File: src/rtl/gsb_pkg.sv
`timescale 1ns/1ps
package gsb_pkg;
  localparam int SLOTS_PER_REG = 4;
  localparam int CTRL_W        = 8;

  // Channel c reads the external gate line from the opposite end of the bus.
  function automatic int ext_line(input int ch, input int n);
    return n - 1 - ch;
  endfunction

  // Bit inside a control register that opens the gate of slot j.
  function automatic int gate_pos(input int slot);
    return 2 * slot + 1;
  endfunction

  // Saturating increment, evaluated on a 32-bit container.
  function automatic logic [31:0] sat_next(input logic [31:0] v, input logic [31:0] top);
    return (v >= top) ? top : v + 32'd1;
  endfunction
endpackage

File: src/rtl/gsb_sync.sv
`timescale 1ns/1ps
module gsb_sync #(
  parameter int          W       = 1,
  parameter int          STAGES  = 2,
  parameter logic [W-1:0] RST_VAL = '0
) (
  input  logic         clk,
  input  logic         rst_n,
  input  logic [W-1:0] async_in,
  output logic [W-1:0] sync_out
);
  logic [W-1:0] stg [STAGES];

  always_ff @(posedge clk or negedge rst_n) begin
    if (!rst_n) begin
      for (int i = 0; i < STAGES; i++) stg[i] <= RST_VAL;
    end else begin
      stg[0] <= async_in;
      for (int i = 1; i < STAGES; i++) stg[i] <= stg[i-1];
    end
  end

  assign sync_out = stg[STAGES-1];
endmodule

File: src/rtl/gsb_edge_det.sv
`timescale 1ns/1ps
module gsb_edge_det #(
  parameter bit   FALLING = 1'b1,
  parameter logic IDLE    = 1'b1
) (
  input  logic clk,
  input  logic rst_n,
  input  logic async_in,
  output logic edge_pulse
);
  logic lvl;
  logic prev;

  gsb_sync #(.W(1), .STAGES(2), .RST_VAL(IDLE)) sync_i (
    .clk(clk), .rst_n(rst_n), .async_in(async_in), .sync_out(lvl)
  );

  always_ff @(posedge clk or negedge rst_n) begin
    if (!rst_n) prev <= IDLE;
    else        prev <= lvl;
  end

  generate
    if (FALLING) begin : g_fall
      assign edge_pulse = prev & ~lvl;
    end else begin : g_rise
      assign edge_pulse = ~prev & lvl;
    end
  endgenerate
endmodule

File: src/rtl/gsb_ctrl_regs.sv
`timescale 1ns/1ps
module gsb_ctrl_regs
  import gsb_pkg::*;
#(
  parameter int NUM_REGS = 8,
  parameter int ADDR_W   = 7
) (
  input  logic                            clk,
  input  logic                            rst_n,
  input  logic                            wr_en,
  input  logic [ADDR_W-1:0]               wr_addr,
  input  logic [CTRL_W-1:0]               wr_data,
  output logic [NUM_REGS-1:0][CTRL_W-1:0] regs_q,
  output logic [NUM_REGS*SLOTS_PER_REG-1:0] gate_bits
);
  always_ff @(posedge clk or negedge rst_n) begin
    if (!rst_n) begin
      regs_q <= '0;
    end else if (wr_en) begin
      for (int r = 0; r < NUM_REGS; r++)
        if (wr_addr == ADDR_W'(r)) regs_q[r] <= wr_data;
    end
  end

  generate
    for (genvar r = 0; r < NUM_REGS; r++) begin : g_reg
      for (genvar j = 0; j < SLOTS_PER_REG; j++) begin : g_slot
        assign gate_bits[r*SLOTS_PER_REG + j] = regs_q[r][gate_pos(j)];
      end
    end
  endgenerate
endmodule

File: src/rtl/gsb_channel.sv
`timescale 1ns/1ps
module gsb_channel
  import gsb_pkg::*;
#(
  parameter int CNT_W = 24
) (
  input  logic             clk,
  input  logic             rst_n,
  input  logic             inc,
  input  logic             load,
  output logic [CNT_W-1:0] cnt_q,
  output logic             ovf_q,
  output logic [CNT_W-1:0] held_q,
  output logic             held_ovf_q
);
  localparam logic [CNT_W-1:0] MAXV = {CNT_W{1'b1}};

  logic             at_max;
  logic [CNT_W-1:0] cnt_nxt;

  assign at_max  = (cnt_q == MAXV);
  assign cnt_nxt = CNT_W'(sat_next(32'(cnt_q), 32'(MAXV)));

  always_ff @(posedge clk or negedge rst_n) begin
    if (!rst_n) begin
      cnt_q      <= '0;
      ovf_q      <= 1'b0;
      held_q     <= '0;
      held_ovf_q <= 1'b0;
    end else if (load) begin
      held_q     <= cnt_q;
      held_ovf_q <= ovf_q;
      cnt_q      <= inc ? CNT_W'(1) : '0;
      ovf_q      <= 1'b0;
    end else if (inc) begin
      cnt_q <= cnt_nxt;
      if (at_max) ovf_q <= 1'b1;
    end
  end
endmodule

File: src/rtl/gated_scaler_bank.sv
`timescale 1ns/1ps
module gated_scaler_bank
  import gsb_pkg::*;
#(
  parameter int NUM_CH    = 32,
  parameter int CNT_W     = 24,
  parameter int ADDR_W    = 7,
  parameter int HOLD_BASE = 32,
  parameter int LOAD_ADDR = 64
) (
  input  logic              clk,
  input  logic              rst_n,
  input  logic [ADDR_W-1:0] bus_addr,
  input  logic              bus_wr,
  input  logic [7:0]        bus_wdata,
  output logic [31:0]       bus_rdata,
  input  logic              com_inc,
  input  logic [NUM_CH-1:0] ext_gate_n,
  input  logic              load_strobe,
  output logic [NUM_CH-1:0] gate_on
);
  localparam int NUM_REGS = NUM_CH / SLOTS_PER_REG;

  // Named internal events, visible to the bound checker.
  logic                              com_fall;
  logic                              strobe_rise;
  logic                              bus_load;
  logic                              load_fire;
  logic [NUM_CH-1:0]                 inc_fire;
  logic [NUM_CH-1:0]                 ctrl_gate;
  logic [NUM_CH-1:0]                 ext_lvl;
  logic [NUM_REGS-1:0][CTRL_W-1:0]   regs_q;
  logic [NUM_CH-1:0][CNT_W-1:0]      cnt_q;
  logic [NUM_CH-1:0][CNT_W-1:0]      held_q;
  logic [NUM_CH-1:0]                 ovf_q;
  logic [NUM_CH-1:0]                 held_ovf_q;

  gsb_edge_det #(.FALLING(1'b1), .IDLE(1'b1)) com_det_i (
    .clk(clk), .rst_n(rst_n), .async_in(com_inc), .edge_pulse(com_fall)
  );

  gsb_edge_det #(.FALLING(1'b0), .IDLE(1'b0)) strobe_det_i (
    .clk(clk), .rst_n(rst_n), .async_in(load_strobe), .edge_pulse(strobe_rise)
  );

  gsb_sync #(.W(NUM_CH), .STAGES(2), .RST_VAL({NUM_CH{1'b1}})) ext_sync_i (
    .clk(clk), .rst_n(rst_n), .async_in(ext_gate_n), .sync_out(ext_lvl)
  );

  gsb_ctrl_regs #(.NUM_REGS(NUM_REGS), .ADDR_W(ADDR_W)) ctrl_i (
    .clk(clk), .rst_n(rst_n), .wr_en(bus_wr), .wr_addr(bus_addr),
    .wr_data(bus_wdata), .regs_q(regs_q), .gate_bits(ctrl_gate)
  );

  assign bus_load  = bus_wr && (bus_addr == ADDR_W'(LOAD_ADDR));
  assign load_fire = bus_load | strobe_rise;

  generate
    for (genvar c = 0; c < NUM_CH; c++) begin : g_ch
      assign gate_on[c]  = ctrl_gate[c] | ~ext_lvl[ext_line(c, NUM_CH)];
      assign inc_fire[c] = com_fall & gate_on[c];

      gsb_channel #(.CNT_W(CNT_W)) chan_i (
        .clk(clk), .rst_n(rst_n), .inc(inc_fire[c]), .load(load_fire),
        .cnt_q(cnt_q[c]), .ovf_q(ovf_q[c]),
        .held_q(held_q[c]), .held_ovf_q(held_ovf_q[c])
      );
    end
  endgenerate

  always_comb begin
    bus_rdata = '0;
    for (int r = 0; r < NUM_REGS; r++)
      if (bus_addr == ADDR_W'(r)) bus_rdata[CTRL_W-1:0] = regs_q[r];
    for (int c = 0; c < NUM_CH; c++)
      if (bus_addr == ADDR_W'(HOLD_BASE + c)) begin
        bus_rdata[CNT_W-1:0] = held_q[c];
        bus_rdata[31]        = held_ovf_q[c];
      end
  end
endmodule

File: config.mk
export PLATFORM = sky130hd
export DESIGN_NAME = gated_scaler_bank
export DESIGN_NICKNAME = d
export VERILOG_FILES = /design/src/rtl/gsb_pkg.sv /design/src/rtl/gsb_sync.sv /design/src/rtl/gsb_edge_det.sv /design/src/rtl/gsb_ctrl_regs.sv /design/src/rtl/gsb_channel.sv /design/src/rtl/gated_scaler_bank.sv
export SDC_FILE = /design/constraint.sdc
export NUM_CORES = 2
export LEC_CHECK = 0
export ABC_AREA = 1
export BUFFER_PORTS_ARGS = -buffer_cell sky130_fd_sc_hd__buf_2
export CELL_PAD_IN_SITES_DETAIL_PLACEMENT = 1
export CELL_PAD_IN_SITES_GLOBAL_PLACEMENT = 1
export CORE_MARGIN = 2
export CORE_UTILIZATION = 44
export DETAILED_ROUTE_END_ITERATION = 7
export GPL_TIMING_DRIVEN = 1
export PLACE_DENSITY = 0.89
export SLEW_MARGIN = 10
export SYNTH_ARGS = -nofsm -noshare
export SYNTH_HDL_FRONTEND = slang
export SYNTH_SLANG_ARGS = --single-unit
export TNS_END_PERCENT = 100
File: constraint.sdc
create_clock -name clk -period 2.4 [get_ports clk]
set_input_delay 0.12 -clock clk [delete_from_list [all_inputs] [get_ports clk]]
set_output_delay 0.12 -clock clk [all_outputs]
set_load 0.05 [all_outputs]
==> run summary, run 1 <==
initial antenna violation count = 150
final weighted congestion in routability-driven placement = 0.990
Initial Utilization = 0.442
GRT worst endpoint = bus_rdata[7]
async set-or-reset flop fraction in the synthesized netlist = 1.00
y dimension of the die = 443 µm
leading area contributor after synthesis = dfrtp_1
area of the mapped netlist = 84900 µm²
overflow left after global routing = 372
clock root buffer = clkbuf_16
Post-synth EDFFs = 0
commonest register cell after synthesis = dfrtp_1
Clock Tree Buf Depth = 3
first error line in the log = [ERROR GRT-0232] Routing congestion too high. Check the congestion heatmap in the GUI.
leading cell type by number of instances after synthesis = nand2_1
library cells used by synthesis = 63
syn avg cell area = 8.17 µm²
Top Ports = 116
share of the yosys chip area belonging to registers = 0.512
CTS H-Tree Depth = 4
Yosys warning count = 0
CTS buffer count = 192
worst endpoint type = top-level output
input/output buffers = 108
fraction of synthesized cell area taken by the top area cell type = 0.491
outcome = stopped before the end
worst slack at placement = -1.97 ns
post-synthesis instance total = 10399
dpl cell area = 97600 µm²
number of core rows = 161
Exit stage = global routing
dpl hpwl = 256000 µm
leading post-synthesis cells by instance count = nand2_1 (2238), o21ai_0 (1751), dfrtp_1 (1667), inv_1 (1307), nor2_1 (678)
Yosys reg bits = 1734
top cells by area, synth = dfrtp_1 (49%), o21ai_0 (10%), nand2_1 (9.9%), inv_1 (5.8%), xor2_1 (4.1%)
CTS sink cnt = 1734
Overall Global Routing Usage = 0.791
chip width = 443 µm
largest net degree at the start of global routing = 115
cell families after synthesis:
family / count (synthesis) / synth area share
AO/OA/AOI/OAI: 2407 / 0.157
XOR/XNOR: 423 / 0.0436
adder cells (fa/ha/maj): 32 / 0.00471
buffers and inverters: 1767 / 0.0791
flip-flops: 1734 / 0.512
other: 1 / 0.0000441
AND/OR/NAND/NOR: 4035 / 0.204
timing repair:
| action | in CTS |
|---|---|
| buffers inserted | 518 |
| hold endpoints to repair | 1709 |
| pin swaps | 386 |
| gates cloned | 13 |
| gates resized for setup | 1063 |
| hold buffers | 80 |
| setup endpoints to repair | 602 |
metrics by stage:
| stage | instances | hold WS, ns |
|---|---|---|
| after global placement | 13828 | 0.120 |
| after CTS | 14754 | 0.142 |
| after detailed placement | 13828 | 0.120 |
| after floorplan | 10405 | -0.176 |
metal layers:
metal | global-route usage | GRT overflow
met5 | 0.515 | 0
met4 | 0.806 | 181
met3 | 0.703 | 13
met2 | 0.912 | 171
met1 | 0.764 | 7
==> run 2, diff against run 1 <==
--- a/config.mk
+++ b/config.mk
@@ -7,13 +7,11 @@
 export LEC_CHECK = 0
 export ABC_AREA = 1
 export BUFFER_PORTS_ARGS = -buffer_cell sky130_fd_sc_hd__buf_2
-export CELL_PAD_IN_SITES_DETAIL_PLACEMENT = 1
-export CELL_PAD_IN_SITES_GLOBAL_PLACEMENT = 1
 export CORE_MARGIN = 2
-export CORE_UTILIZATION = 44
+export CORE_UTILIZATION = 40
 export DETAILED_ROUTE_END_ITERATION = 7
 export GPL_TIMING_DRIVEN = 1
-export PLACE_DENSITY = 0.89
+export PLACE_DENSITY_LB_ADDON = 0.15
 export SLEW_MARGIN = 10
 export SYNTH_ARGS = -nofsm -noshare
 export SYNTH_HDL_FRONTEND = slang
==> constraint.sdc (replaced) <==
create_clock -name clk -period 3.1 [get_ports clk]
set_input_delay 0.155 -clock clk [delete_from_list [all_inputs] [get_ports clk]]
set_output_delay 0.155 -clock clk [all_outputs]
set_load 0.05 [all_outputs]
==> run 2 against run 1 <==
Compared with the run above:
- the flow now finishes, with violations (negative setup slack)
- synthesized area did not move
- synthesized cell count stayed put
==> run summary, run 2 <==
most used cells in the layout excluding fill and tap cells = nand2_1 (2216), o21ai_0 (1737), dfrtp_1 (1665)
CP Cell Sequence = nand3_1 -> nand2_1 -> nor2_1 -> nand4_1 -> nand2_1 -> nand4_1 -> nand2_1 -> nand4_1 -> nor2_2 -> nand4_1 -> nor2_2 -> nand4_1 -> nor2_2 -> nand4_1 -> nor2_1 -> nand4_1 -> nor2_1 -> nand4_1 -> nor2_1 -> nand4_1 -> nand2_1 -> nand2_2 -> buf_6
input/output buffers = 108
setup repair after global routing missed its margin = true
Max Cap Violations = 0
total power consumption of the routed design = 51.2 mW
fraction of synthesized cell area taken by the top area cell type = 0.491
Post-synth EDFFs = 0
leak pwr = 44.2 nW
detailed-router iteration count before antenna repair = 6
initial antenna violation count = 6
vias per cell = 5.38
worst path setup slack after routing = -1.58 ns
area of the mapped netlist = 84900 µm²
CTS sink cnt = 1734
final setup skew = 0.0317 ns
worst slack at placement = -1.30 ns
number of core rows = 169
kind of end point of the critical path = output port
final routed wirelength across all metal layers = 295000 µm
post-layout util = 0.485
leading cell type by number of instances after synthesis = nand2_1
registers with the highest flip-flop counts = g_ch.chan_i.cnt_q: 768 flops, g_ch.chan_i.held_q: 768 flops
maximum vdd drop = 584 µV
chip width = 465 µm
power density relative to cell area = 499 nW/µm²
clock root buffer = clkbuf_16
register clock-pin slew on the reported worst setup and hold paths = 0.07 ns
final standard cell count with taps included and fillers excluded = 14038
number of slew-limit violations in the final report = 0
gate family responsible for the most delay along the worst path = simple AND/OR/NAND/NOR gates
async set-or-reset flop fraction in the synthesized netlist = 1.00
CTS tree = done
number of placed instances with taps included = 13569
CTS H-Tree Depth = 4
CP max stage delay = 0.39 ns
layout overhead on the synthesized area = 20.8%
final weighted congestion in routability-driven placement = 0.961
Slowest cell on crit path = dfrtp_1
type of the tightest min-delay check = in -> reg
Placeable Area = 212000 µm²
Initial Utilization = 0.401
Yosys warning count = 0
Fin Setup TNS = -32.10 ns
Crit path top cell by count = nand4_1
dpl hpwl = 220000 µm
final setup violating endpoints = 25
largest net degree at the start of global routing = 99
top cells by area, synth = dfrtp_1 (49%), o21ai_0 (10%), nand2_1 (9.9%), inv_1 (5.8%), xor2_1 (4.1%)
detailed-route wire length per cell = 21.0 µm
final cycle utilization of the critical path = 1.51
first-pass GRT wire length = 451000 µm
finished layout cell area = 103000 µm²
commonest register cell after synthesis = dfrtp_1
drc violations = 0
final critical path time including I/O delays and setup = 4.68 ns
proportion of layout cells with a drive suffix above 1 = 0.140
share of the yosys chip area belonging to registers = 0.512
y dimension of the die = 465 µm
crit path DAT = 4.52 ns
syn avg cell area = 8.17 µm²
required time of the worst setup path = 2.94 ns
leading area contributor after synthesis = dfrtp_1
clock latency at the later pin of the worst-skew pair = 0.85 ns
Clock Tree Buf Depth = 3
area enclosed by the die boundary = 216000 µm²
Yosys reg bits = 1734
Fin. Hold Viols = 0
category of the worst setup path launch point = flop
post-synthesis instance total = 10399
hold slack = 0.0484 ns
dpl cell area = 93100 µm²
Overall Global Routing Usage = 0.269
transition at the pin with the smallest max-transition slack = 0.838 ns
via count of the first global-routing pass = 73346
most common cell after layout, fill and taps aside = nand2_1
Worst Path Class, Setup = reg -> out
outcome = finished with violations
fmax = 214 MHz
Top Ports = 116
worst rel slew slack = 0.439
Post-layout nets = 11136
violations in the final reports = negative setup slack
overflow left after global routing = 0
CTS buffer count = 198
remaining antenna violation count = 0
buffers plus inverters on the worst setup path = 1
leading post-synthesis cells by instance count = nand2_1 (2238), o21ai_0 (1751), dfrtp_1 (1667), inv_1 (1307), nor2_1 (678)
library cells used by synthesis = 63
highest fanout seen on the critical path = 2
detailed-route via count = 75462
First DRT Iteration DRCs = 7314
## run 2: cell type report
class	instances	area, µm²
Fill cell	20386	109000
Sequential cell	1734	43500
Multi-Input combinational cell	6904	36200
Timing Repair Buffer	884	7470
Clock buffer	274	5690
Inverter	1330	5010
Tap cell	2821	3530
Clock inverter	89	1200
Antenna cell	2	5.00
## run 2: routing by layer
layer	track usage	vias up	share of wire
li1	-	35806	-
met1	0.377	37118	0.45
met2	0.427	2086	0.46
met3	0.0335	448	0.052
met4	0.0984	4	0.041
met5	0	-	0.000075
## run 2: path summary, 6_finish.rpt
| check | start | end | slack (ns) | cells after the start |
|---|---|---|---|---|
| worst max-delay path | ctrl_i.gate_bits[7] | bus_rdata[7] | -1.58 | 23 |
| worst min-delay path | bus_wr | ctrl_i.gate_bits[28] | 0.05 | 4 |
| worst max register to register | g_ch[5].chan_i.cnt_q[0] | g_ch[5].chan_i.cnt_q[23] | 0.10 | 18 |
| worst min register to register | ext_sync_i.stg[62] | ext_sync_i.sync_out[30] | 0.35 | 0 |
| max in group asynchronous | rst_n | ext_sync_i.sync_out[8] | 2.19 | 4 |
| min in group asynchronous | rst_n | g_ch[9].chan_i.cnt_q[20] | 0.20 | 3 |
## run 2: tightest hold or removal path, stage by stage
cell	delay, ns
buf_2	0.19
nand2_1	0.37
nand2_1	0.08
o21ai_0	0.06
## run 2: cells by family (layout without fill, tap and decap cells)
group / Yosys count / count (layout) / share of synthesized area
XOR/XNOR: 423 / 423 / 0.0436
buffers and inverters: 1767 / 2577 / 0.0791
adder cells (fa/ha/maj): 32 / 32 / 0.00471
AND/OR/NAND/NOR: 4035 / 4035 / 0.204
flip-flops: 1734 / 1734 / 0.512
AO/OA/AOI/OAI: 2407 / 2407 / 0.157
other: 1 / 9 / 0.0000441
## run 2: power by group
part | total (mW) | switching, mW | internal (mW)
logic | 2.96 | 2.16 | 0.798
registers | 23.3 | 0.274 | 23.0
clock network | 24.9 | 10.1 | 14.8
## run 2: what timing repair did
item / 4_1_cts / 5_1_grt
pin swaps: 119 / 167
resized for setup: 241 / 159
hold buffers: 78 / 0
endpoints found under the hold margin: 1421 / 0
setup buffers: 5 / 23
setup endpoints to repair: 30 / 211
gates cloned: 0 / 0
(Power assumes the default switching activity.)
